<file path="src/rtl/coin_dispense_pkg.sv">
package coin_dispense_pkg;

  typedef enum logic [2:0] {
    ST_INIT     = 3'd0,
    ST_WAIT     = 3'd1,
    ST_REJECT   = 3'd2,
    ST_CLEAR    = 3'd3,
    ST_EJECT_HI = 3'd4,
    ST_EJECT_LO = 3'd5
  } cd_state_t;

endpackage

</file>
<file path="src/rtl/cd_reset_sync.sv">
module cd_reset_sync #(
  parameter int STAGES = 2
) (
  input  logic clk_i,
  input  logic rst_n_i,
  output logic rst_sync_n_o
);

  logic [STAGES-1:0] sync_q;

  always_ff @(posedge clk_i or negedge rst_n_i) begin
    if (!rst_n_i) begin
      sync_q <= '0;
    end else begin
      sync_q <= {sync_q[STAGES-2:0], 1'b1};
    end
  end

  assign rst_sync_n_o = sync_q[STAGES-1];

endmodule

</file>
<file path="src/rtl/cd_payout_counter.sv">
module cd_payout_counter #(
  parameter int COIN_COUNT = 10,
  parameter int CNT_W      = $clog2(COIN_COUNT + 1)
) (
  input  logic clk_i,
  input  logic rst_n_i,
  input  logic clr_i,
  input  logic inc_i,
  output logic last_o
);

  localparam logic [CNT_W-1:0] LAST_VAL = CNT_W'(COIN_COUNT - 1);

  logic [CNT_W-1:0] cnt_q;
  logic [CNT_W-1:0] cnt_d;
  logic             cnt_en;

  // Clear has priority; the enable covers both transfers.
  assign cnt_en = clr_i | inc_i;

  always_comb begin
    if (clr_i) begin
      cnt_d = '0;
    end else begin
      cnt_d = cnt_q + CNT_W'(1);
    end
  end

  always_ff @(posedge clk_i or negedge rst_n_i) begin
    if (!rst_n_i) begin
      cnt_q <= '0;
    end else if (cnt_en) begin
      cnt_q <= cnt_d;
    end
  end

  // Compare uses the count before this cycle's increment.
  assign last_o = (cnt_q == LAST_VAL);

endmodule

</file>
<file path="src/rtl/cd_ctrl_fsm.sv">
module cd_ctrl_fsm
  import coin_dispense_pkg::*;
(
  input  logic clk_i,
  input  logic rst_n_i,
  input  logic note_present_i,
  input  logic note_valid_i,
  input  logic last_coin_i,
  output logic cnt_clr_o,
  output logic cnt_inc_o,
  output logic reject_o,
  output logic eject_o
);

  cd_state_t state_q;
  cd_state_t state_d;
  logic      reject_q;
  logic      eject_q;

  // Next-state logic
  always_comb begin
    state_d = state_q;
    unique case (state_q)
      ST_INIT:     state_d = ST_WAIT;
      ST_WAIT: begin
        if (note_present_i) begin
          state_d = note_valid_i ? ST_CLEAR : ST_REJECT;
        end
      end
      ST_REJECT:   state_d = ST_WAIT;
      ST_CLEAR:    state_d = ST_EJECT_HI;
      ST_EJECT_HI: state_d = ST_EJECT_LO;
      ST_EJECT_LO: state_d = last_coin_i ? ST_WAIT : ST_EJECT_HI;
      default:     state_d = ST_INIT;
    endcase
  end

  assign cnt_clr_o = (state_q == ST_CLEAR);
  assign cnt_inc_o = (state_q == ST_EJECT_LO);

  // State and output registers
  always_ff @(posedge clk_i or negedge rst_n_i) begin
    if (!rst_n_i) begin
      state_q  <= ST_INIT;
      reject_q <= 1'b0;
      eject_q  <= 1'b0;
    end else begin
      state_q  <= state_d;
      reject_q <= (state_d == ST_REJECT);
      eject_q  <= (state_d == ST_EJECT_HI);
    end
  end

  assign reject_o = reject_q;
  assign eject_o  = eject_q;

endmodule

</file>
<file path="src/rtl/coin_dispense_ctrl.sv">
module coin_dispense_ctrl #(
  parameter int COIN_COUNT  = 10,
  parameter int SYNC_STAGES = 2
) (
  input  logic clk_i,
  input  logic rst_n_i,
  input  logic note_present_i,
  input  logic note_valid_i,
  output logic reject_o,
  output logic eject_o
);

  localparam int CNT_W = $clog2(COIN_COUNT + 1);

  logic rst_sync_n;
  logic cnt_clr;
  logic cnt_inc;
  logic last_coin;

  cd_reset_sync #(
    .STAGES (SYNC_STAGES)
  ) u_rst_sync (
    .clk_i        (clk_i),
    .rst_n_i      (rst_n_i),
    .rst_sync_n_o (rst_sync_n)
  );

  cd_payout_counter #(
    .COIN_COUNT (COIN_COUNT),
    .CNT_W      (CNT_W)
  ) u_counter (
    .clk_i   (clk_i),
    .rst_n_i (rst_sync_n),
    .clr_i   (cnt_clr),
    .inc_i   (cnt_inc),
    .last_o  (last_coin)
  );

  cd_ctrl_fsm u_fsm (
    .clk_i          (clk_i),
    .rst_n_i        (rst_sync_n),
    .note_present_i (note_present_i),
    .note_valid_i   (note_valid_i),
    .last_coin_i    (last_coin),
    .cnt_clr_o      (cnt_clr),
    .cnt_inc_o      (cnt_inc),
    .reject_o       (reject_o),
    .eject_o        (eject_o)
  );

endmodule

</file>
<file path="config.mk">
export PLATFORM = sky130hd
export DESIGN_NAME = coin_dispense_ctrl
export DESIGN_NICKNAME = d
export VERILOG_FILES = /design/src/rtl/coin_dispense_pkg.sv /design/src/rtl/cd_reset_sync.sv /design/src/rtl/cd_payout_counter.sv /design/src/rtl/cd_ctrl_fsm.sv /design/src/rtl/coin_dispense_ctrl.sv
export SDC_FILE = /design/constraint.sdc
export NUM_CORES = 1
export LEC_CHECK = 0
export ABC_AREA = 1
export BUFFER_PORTS_ARGS = -buffer_cell sky130_fd_sc_hd__buf_2
export CAP_MARGIN = 20
export CORE_AREA = 2 2 39 41
export CTS_CLUSTER_DIAMETER = 50
export CTS_CLUSTER_SIZE = 24
export DETAILED_ROUTE_END_ITERATION = 10
export DIE_AREA = 0 0 41 43
export PLACE_DENSITY_LB_ADDON = 0.3
export SYNTH_ARGS = -nofsm -noshare
export SYNTH_HDL_FRONTEND = slang
export SYNTH_SLANG_ARGS = --single-unit
</file>
<file path="constraint.sdc">
create_clock -name clk_i -period 0.8 [get_ports clk_i]
set_input_delay 0.04 -clock clk_i [delete_from_list [all_inputs] [get_ports clk_i]]
set_output_delay 0.04 -clock clk_i [all_outputs]
set_load 0.02 [all_outputs]
</file>
==> results.sh, run 1 <==
export IMPL_status="finished with violations"
export IMPL_failed_checks="setup timing"
export IMPL_rr_worst_depth=7
export IMPL_grt_usage_pct=16.0
export IMPL_critPathBufInv=1
export IMPL_crit_chain="inv_2 > ha_4 > nand2_2 > nor2_1 > nand2_1 > nand3_2 > nor2_1"
export IMPL_hold_viol=0
export IMPL_final_setup_viol_count=11
export IMPL_crit_required_ns=0.96
export IMPL_grt_pass1_vias=410
export IMPL_vias=428
export IMPL_ys_ff_latch=11
export IMPL_seq_area_um2=279
export IMPL_area_growth_pct=52.5
export IMPL_drt_total_wl_um=1080
export IMPL_globalplace_congestion=0.778
export IMPL_path_delay_family="flip-flops"
export IMPL_crit_path_start_kind="flop"
export IMPL_max_freq_ghz=0.921
export IMPL_dieWidth_um=41
export IMPL_dr_pass1_iters=3
export IMPL_fillers=137
export IMPL_wl_per_cell_um=11.2
export IMPL_die_h_um=43
export IMPL_ant_nets=0
export IMPL_n_antenna_cell=0
export IMPL_cts_max_path_buffers=2
export IMPL_yosys_warnings=0
export IMPL_crit_path_frequent_cell="nor2_1"
export IMPL_hold_path_class="in2async"
export IMPL_clk_insertion_delay_late_ns=0.27
export IMPL_drt_iter0_markers=2
export IMPL_maxSlewViolCount=0
export IMPL_synthTopCellsByArea="dfrtp_1, inv_1, nand2_1, nand3_1, ha_1"
export IMPL_route_detailed_drc=0
export IMPL_die_area_um2=1760
export IMPL_ir_worst_vdd_uv=1580
export IMPL_cts_num_sinks=11
export IMPL_power_mw=2.72
export IMPL_crit_path_max_incr_delay_ns=0.40
export IMPL_grt_overflow=0
export IMPL_initial_core_util_pct=36.2
export IMPL_period_minus_slack_ns=1.09
export IMPL_worst_slack_ns=-0.286
export IMPL_path_depth=7
export IMPL_syn_cell_area_um2=500
export IMPL_multi_input_area_um2=238
export IMPL_syn_num_nets=62
export IMPL_ioPinCount=6
export IMPL_hpwl_um=637
export IMPL_r2r_end="u_fsm.reject_o"
export IMPL_path_max_fanout=3
export IMPL_nets=87
export IMPL_grt_first_pass_wirelength_um=1810
export IMPL_rsz0062_at_grt="true"
export IMPL_syn_inst=56
export IMPL_avgViaCountPerCell=4.46
export IMPL_syn_avg_cell_area_um2=8.94
export IMPL_p_leak_nw=0.388
export IMPL_grt_max_degree=10
export IMPL_p_per_area_nw_per_um2=3570
export IMPL_clockRootBuffer="clkbuf_4"
export IMPL_setup_tns_final_ns=-2.02
export IMPL_crit_arrival_ns=1.25
export IMPL_clock_skew_ns=0.00331
export IMPL_core_um2=1380
export IMPL_port_buffers=5
export IMPL_drive_gt1_share_pct=50.0
export IMPL_period_share_pct=136
export IMPL_antenna_found_initial=0
export IMPL_cts_tree="done"
export IMPL_clkTransAtPathRegs_ns=0.07
export IMPL_end_kind="flop"
export IMPL_slowest_stage="dfrtp_1"
export IMPL_ys_seq_area_share_pct=55.0
export IMPL_cts_max_level=1
export IMPL_yosysTopAreaCellShare_pct=55.0
export IMPL_synth_cell_types=16
export IMPL_synth_top_area_cell="dfrtp_1"
export IMPL_r2r_setup_slack_ns=-0.29
export IMPL_rows=14
export IMPL_cap_violations=0
export IMPL_worstSetupPathType="reg2reg"
export IMPL_r2r_start="u_counter.cnt_q[1]"
export IMPL_numCtsBuffers=3
synthesized netlist by cell type:
cell type	instances
nand3_1	6
ha_1	2
xor2_1	1
nand3_2	1
dfrtp_1	11
conb_1	1
a21oi_1	1
nand4_1	2
o21ai_2	1
inv_1	9
nand2_1	9
o22ai_1	1
inv_2	1
nor2_2	1
nor2_1	6
o21ai_0	3
worst reg2reg max path, stage by stage, from the launching register on:
cell     delay (ns)
dfrtp_1        0.40
inv_2          0.09
ha_4           0.14
nand2_2        0.04
nor2_1         0.08
nand2_1        0.08
nand3_2        0.10
nor2_1         0.05
layout make-up:
cell class	instances	area share (%)
Sequential cell	11	36.6
Multi-Input combinational cell	35	31.1
Timing Repair Buffer	20	21.3
Inverter	10	4.92
Clock buffer	4	3.44
Tap cell	16	2.62
placed cells by master, fill, tap and decap left out:
cell type and instances:
buf_2 3, nand3_1 4, o21ai_1 1, o22ai_1 1
clkbuf_4 3, nand3_2 3, ha_4 1, inv_1 8
conb_1 1, nor2_1 4, a21oi_2 1, o21ai_0 1
nand2_2 2, buf_6 4, nand4_1 2, dlygate4sd3_1 2
inv_2 2, xor2_2 1, ha_2 1, dfrtp_1 8
o21ai_2 2, nor2_2 3, dfrtp_2 3, clkbuf_1 1
nand2_1 7, buf_4 11
cell families after synthesis:
| logic type | count (synthesis) | share of synthesized area, % |
|---|---|---|
| XOR/XNOR | 1 | 1.75 |
| adder cells (fa/ha/maj) | 2 | 5.00 |
| other | 1 | 0.749 |
| AO/OA/AOI/OAI | 6 | 7.00 |
| buffers and inverters | 10 | 7.50 |
| flip-flops | 11 | 55.0 |
| AND/OR/NAND/NOR | 25 | 23.0 |
state kept, by name (all words and copies together), names as in the netlist:
signal	cells
u_counter.cnt_q	4
u_fsm.state_q	3
u_rst_sync.sync_q	2
u_fsm.eject_o	1
u_fsm.reject_o	1
timing repair:
item	in CTS	in global routing
endpoints found under the setup margin	11	11
buffers inserted	3	1
cloned	0	0
resized for setup	15	6
hold buffers	2	0
pin swaps	7	4
endpoints found under the hold margin	3	0
through the flow:
step                instances  util [%]  setup WS (ns)  hold WS, ns  cell area, µm²
floorplan                  56         -         -0.213       -0.256             507
CTS                        95      53.3         -0.258       0.0612             737
global route               96      55.2         -0.353       0.0813             763
detailed placement         86      44.8         -0.288       -0.173             619
global placement           86      44.8         -0.272       -0.175             619
finish                     96      55.2         -0.286       0.0763             763
how the worst max path moves through the flow:
| stage | start | to |
|---|---|---|
| 3_3_place_gp | u_counter.cnt_q[1] | u_fsm.eject_o |
| 5_1_grt | u_counter.cnt_q[1] | u_fsm.reject_o |
| 2_1_floorplan | u_counter.cnt_q[1] | u_fsm.eject_o |
| 3_5_place_dp | u_counter.cnt_q[1] | u_fsm.eject_o |
| 4_1_cts | u_counter.cnt_q[1] | u_fsm.eject_o |
| 6_report | u_counter.cnt_q[1] | u_fsm.reject_o |
per-layer routing:
metal | track usage [%] | share of wire (%) | routed length, µm
met4 | 15.3 | 3.5 | 38
met3 | 1.57 | 1.3 | 14
met5 | 0 | 0 | 0
met1 | 20.4 | 42 | 449
met2 | 22.2 | 53 | 572
where the power goes:
part	internal [mW]	switching (mW)	leakage (nW)
combinational	0.712	0.640	0.236
clock	0.193	0.188	0.0150
sequential	0.763	0.227	0.137
(Power assumes the default switching activity.)
==> run 2, diff against run 1 <==
--- a/config.mk
+++ b/config.mk
@@ -14,6 +14,7 @@
 export DETAILED_ROUTE_END_ITERATION = 10
 export DIE_AREA = 0 0 41 43
 export PLACE_DENSITY_LB_ADDON = 0.3
+export REMOVE_ABC_BUFFERS = 1
 export SYNTH_ARGS = -nofsm -noshare
 export SYNTH_HDL_FRONTEND = slang
 export SYNTH_SLANG_ARGS = --single-unit
==> run 2 against run 1 <==
The flow still finishes with violations (setup timing). Critical path type unchanged. Clock-buffer cell count did not move. Non-clock buffer count fell by 1. Register-to-register slack got worse by 0.02 ns.
==> results.sh, run 2 (synthesized netlist as in run 1, its figures left out) <==
export IMPL_status="finished with violations"
export IMPL_failed_checks="setup timing"
export IMPL_route_detailed_drc=0
export IMPL_wl_per_cell_um=12.2
export IMPL_final_cell_mix="buf_4, dfrtp_1, inv_1"
export IMPL_end_kind="flop"
export IMPL_period_minus_slack_ns=1.10
export IMPL_crit_path_frequent_cell="nor2_1"
export IMPL_clk_insertion_delay_late_ns=0.28
export IMPL_path_delay_family="flip-flops"
export IMPL_nets=86
export IMPL_rsz0062_at_grt="true"
export IMPL_postLayoutCoreUtil_pct=55.8
export IMPL_globalplace_congestion=0.797
export IMPL_dieWidth_um=41
export IMPL_grt_first_pass_wirelength_um=1740
export IMPL_initial_core_util_pct=36.2
export IMPL_period_share_pct=138
export IMPL_path_max_fanout=4
export IMPL_hold_viol=0
export IMPL_cts_max_path_buffers=2
export IMPL_cts_max_level=1
export IMPL_ant_nets=0
export IMPL_drive_gt1_share_pct=51.9
export IMPL_n_antenna_cell=0
export IMPL_rows=14
export IMPL_met3_usage_pct=4.71
export IMPL_worstSetupPathType="reg2reg"
export IMPL_use_met2_pct=22.5
export IMPL_stdcell_count=95
export IMPL_ioPinCount=6
export IMPL_pre_cts_ws_ns=-0.313
export IMPL_top_regs="u_counter.cnt_q x4, u_fsm.state_q x3, u_rst_sync.sync_q x2"
export IMPL_critPathBufInv=1
export IMPL_worst_slack_ns=-0.303
export IMPL_dr_pass1_iters=4
export IMPL_grtUsageMet1_pct=18.9
export IMPL_whs_ns=0.0802
export IMPL_max_freq_ghz=0.907
export IMPL_avgViaCountPerCell=4.77
export IMPL_core_um2=1380
export IMPL_maxSlewViolCount=0
export IMPL_grt_max_degree=10
export IMPL_crit_chain="buf_4 > nor2_1 > nand3_1 > nand3_2 > nor2_1"
export IMPL_cts_num_sinks=11
export IMPL_clock_skew_ns=0.00567
export IMPL_hpwl_um=680
export IMPL_slowest_stage="dfrtp_2"
export IMPL_largest_reg_flops=4
export IMPL_port_buffers=5
export IMPL_final_common_cell="buf_4"
export IMPL_grt_pass1_vias=442
export IMPL_drt_iter0_markers=11
export IMPL_clockRootBuffer="clkbuf_4"
export IMPL_crit_arrival_ns=1.27
export IMPL_setup_tns_final_ns=-2.04
export IMPL_final_setup_viol_count=11
export IMPL_crit_path_max_incr_delay_ns=0.45
export IMPL_grt_usage_pct=15.5
export IMPL_drt_total_wl_um=1160
export IMPL_hold_path_class="in2async"
export IMPL_cap_violations=0
export IMPL_p_per_area_nw_per_um2=3670
export IMPL_die_area_um2=1760
export IMPL_clkTransAtPathRegs_ns=0.07
export IMPL_crit_required_ns=0.96
export IMPL_antenna_found_initial=0
export IMPL_ir_worst_vdd_uv=1620
export IMPL_p_leak_nw=0.390
export IMPL_cts_tree="done"
export IMPL_r2r_setup_slack_ns=-0.30
export IMPL_grt_overflow=0
export IMPL_vias=453
export IMPL_numCtsBuffers=3
export IMPL_area_growth_pct=54.2
export IMPL_top_register="u_counter.cnt_q"
export IMPL_post_place_cells=85
export IMPL_crit_path_start_kind="flop"
export IMPL_busiest_layer="met2"
export IMPL_die_h_um=43
==> run 2: cell count changes in the layout (fill, tap and decap cells not counted), sizes merged <==
cell  delta
buf      -1
==> run 2: worst paths after layout <==
check | from | endpoint | cells past startpoint
worst max-delay path | u_fsm.state_q[1] | u_fsm.eject_o | 5
min in group clk_i | note_present_i | u_fsm.state_q[0] | 4
worst min register to register | u_rst_sync.sync_q[1] | u_counter.cnt_q[2] | 0
max in group asynchronous | u_rst_sync.sync_q[1] | u_counter.cnt_q[0] | 0
worst min-delay path | rst_n_i | u_rst_sync.sync_q[0] | 2
worst max register to register | u_fsm.state_q[1] | u_fsm.eject_o | 5
==> run 2: final cells by class <==
type                       count  area (µm²)
timing repair buffer          19         155
clock buffer                   4        26.3
inverter                      10        37.5
multi-input combinational     35         254
tap                           16        20.0
fill                         111         612
sequential                    11         279
==> run 2: timing repair <==
| item | in CTS | in global routing |
|---|---|---|
| buffers inserted | 4 | 0 |
| hold endpoints to repair | 3 | 0 |
| resized for setup | 13 | 16 |
| setup endpoints to repair | 11 | 11 |
| pin swaps | 5 | 5 |
| hold buffers | 2 | 0 |
==> run 2: worst reg2reg max path, stage by stage, from the launching register on <==
cell and delay, ns:
dfrtp_2 0.45, buf_4 0.15, nor2_1 0.11, nand3_1 0.11, nand3_2 0.11, nor2_1 0.05
==> run 2: where the power goes <==
| group | internal [mW] | switching (mW) |
|---|---|---|
| clock network | 0.194 | 0.193 |
| logic | 0.745 | 0.698 |
| registers | 0.762 | 0.244 |
| total | 1.70 | 1.14 |
==> run 2: through the flow <==
| stage | power (mW) | instance area, µm² |
|---|---|---|
| global placement | 1.87 | 606 |
| CTS | 2.58 | 728 |
| finish | 2.84 | 772 |
| floorplan | 1.47 | 500 |
| detailed placement | 1.89 | 606 |
| global route | 3.02 | 772 |
==> run 2: routing by layer <==
metal	vias up	part of all wire, %
li1	223	-
met1	218	38
met2	10	56
met3	2	3.4
met4	0	2.2
met5	-	0
==> run 3, diff against run 2 <==
--- a/config.mk
+++ b/config.mk
@@ -15,6 +15,7 @@
 export DIE_AREA = 0 0 41 43
 export PLACE_DENSITY_LB_ADDON = 0.3
 export REMOVE_ABC_BUFFERS = 1
+export SETUP_SLACK_MARGIN = 0.3
 export SYNTH_ARGS = -nofsm -noshare
 export SYNTH_HDL_FRONTEND = slang
 export SYNTH_SLANG_ARGS = --single-unit
==> run 3 against run 2 <==
The run ends with hold timing, setup timing left. Clock power about the same. Flip-flop and latch count did not move. Routed wire length shrank 0.69%. Final area decreased by 1.3%. Combinational power about the same. Worst hold slack got worse by 0.090 ns. Sequential share of layout area increased by 0.47 points. Critical endpoint unchanged. Largest power group unchanged.
==> results.sh, run 3 (synthesized netlist as in run 1, its figures left out) <==
export IMPL_crit_chain="buf_4 > nor2_1 > nand3_1 > nand3_2 > nor2_1"
export IMPL_cap_violations=0
export IMPL_crit_path_start_kind="flop"
export IMPL_grtUsageMet1_pct=18.9
export IMPL_met3_usage_pct=4.71
export IMPL_crit_path_max_incr_delay_ns=0.45
export IMPL_die_h_um=43
export IMPL_period_minus_slack_ns=1.10
export IMPL_status="finished with violations"
export IMPL_clockRootBuffer="clkbuf_4"
export IMPL_setup_tns_final_ns=-2.04
export IMPL_cts_max_level=1
export IMPL_cts_max_path_buffers=2
export IMPL_numCtsBuffers=3
export IMPL_maxSlewViolCount=0
export IMPL_antenna_found_initial=0
export IMPL_hold_path_class="in2reg"
export IMPL_p_leak_nw=0.386
export IMPL_ir_worst_vdd_uv=1620
export IMPL_hold_viol=1
export IMPL_drt_total_wl_um=1150
export IMPL_end_kind="flop"
export IMPL_core_um2=1380
export IMPL_rsz0062_at_grt="true"
export IMPL_avgViaCountPerCell=4.76
export IMPL_nets=85
export IMPL_p_per_area_nw_per_um2=3720
export IMPL_whs_ns=-0.00931
export IMPL_top_register="u_counter.cnt_q"
export IMPL_area_growth_pct=52.3
export IMPL_dieWidth_um=41
export IMPL_top_regs="u_counter.cnt_q x4, u_fsm.state_q x3, u_rst_sync.sync_q x2"
export IMPL_clk_insertion_delay_late_ns=0.28
export IMPL_clkTransAtPathRegs_ns=0.07
export IMPL_final_setup_viol_count=11
export IMPL_drt_iter0_markers=11
export IMPL_grt_first_pass_wirelength_um=1730
export IMPL_crit_arrival_ns=1.27
export IMPL_period_share_pct=138
export IMPL_use_met2_pct=22.2
export IMPL_wl_per_cell_um=12.3
export IMPL_grt_usage_pct=15.4
export IMPL_stdcell_count=94
export IMPL_pre_cts_ws_ns=-0.313
export IMPL_vias=447
export IMPL_grt_pass1_vias=436
export IMPL_worstSetupPathType="reg2reg"
export IMPL_clock_skew_ns=0.00567
export IMPL_busiest_layer="met2"
export IMPL_initial_core_util_pct=36.2
export IMPL_n_antenna_cell=0
export IMPL_crit_required_ns=0.96
export IMPL_hpwl_um=680
export IMPL_rows=14
export IMPL_globalplace_congestion=0.797
export IMPL_drive_gt1_share_pct=52.6
export IMPL_post_place_cells=85
export IMPL_final_cell_mix="buf_4, dfrtp_1, inv_1"
export IMPL_worst_slack_ns=-0.303
export IMPL_failed_checks="hold timing, setup timing"
export IMPL_ioPinCount=6
export IMPL_grt_max_degree=10
export IMPL_final_area_um2=762
export IMPL_die_area_um2=1760
export IMPL_ant_nets=0
export IMPL_cts_num_sinks=11
export IMPL_crit_path_frequent_cell="nor2_1"
export IMPL_max_freq_ghz=0.907
export IMPL_final_common_cell="buf_4"
export IMPL_postLayoutCoreUtil_pct=55.1
export IMPL_dr_pass1_iters=4
export IMPL_dpl_cell_area_um2=606
export IMPL_port_buffers=5
export IMPL_grt_overflow=0
export IMPL_largest_reg_flops=4
export IMPL_route_detailed_drc=0
export IMPL_cts_tree="done"
export IMPL_path_max_fanout=4
export IMPL_slowest_stage="dfrtp_2"
[run 3: changes by cell type in the layout (fill, tap and decap cells not counted), sizes merged]
cell and delta:
dlygate4sd3 -1
[run 3: worst max-delay path: cells and delay by family, from the launching register on]
kind / cells / cell delay (ns)
AND/OR/NAND/NOR: 4 / 0.38
buffers and inverters: 1 / 0.15
flip-flops: 1 / 0.45
[run 3: area by class of cell]
| cell class | count | area [µm²] |
|---|---|---|
| clock buffers | 4 | 26.3 |
| fillers | 112 | 622 |
| inverters | 10 | 37.5 |
| multi-input cells | 35 | 254 |
| flip-flops and latches | 11 | 279 |
| well taps | 16 | 20.0 |
| repair buffers | 18 | 145 |
[run 3: final timing paths]
path / end / slack (ns) / startpoint / cells past startpoint
hold reg to reg: u_counter.cnt_q[2] / 0.15 / u_rst_sync.sync_q[1] / 0
setup / recovery: u_fsm.eject_o / -0.30 / u_fsm.state_q[1] / 5
setup reg to reg: u_fsm.eject_o / -0.30 / u_fsm.state_q[1] / 5
min in group asynchronous: u_rst_sync.sync_q[0] / 0.08 / rst_n_i / 2
max in group asynchronous: u_counter.cnt_q[0] / 0.35 / u_rst_sync.sync_q[1] / 0
hold / removal: u_fsm.state_q[1] / -0.009 / note_present_i / 3
[run 3: what timing repair did]
| action | CTS | global route |
|---|---|---|
| endpoints found under the hold margin | 3 | 0 |
| gates resized for setup | 13 | 16 |
| setup buffers | 4 | 0 |
| pin swaps | 5 | 5 |
| hold buffers | 1 | 0 |
| endpoints found under the setup margin | 11 | 11 |
[run 3: metrics by stage]
step                hold WS (ns)  total power, mW
floorplan                 -0.256             1.47
global placement          -0.175             1.87
detailed placement        -0.172             1.89
CTS                     -0.00525             2.58
global route              0.0177             3.02
finish                  -0.00931             2.83
[run 3: metal layers]
| metal | share of wire [%] | vias to the layer above | routed length (µm) |
|---|---|---|---|
| li1 | - | 221 | - |
| met1 | 38 | 214 | 439 |
| met2 | 56 | 10 | 649 |
| met3 | 3.4 | 2 | 39 |
| met4 | 2.2 | 0 | 25 |
| met5 | 0 | - | 0 |
[run 3: where the power goes]
part           leakage (nW)  switching (mW)  total (mW)  internal, mW
clock network        0.0150           0.193       0.387         0.194
logic                 0.234           0.698        1.44         0.742
registers             0.137           0.244        1.01         0.762
total                 0.386            1.14        2.83          1.70
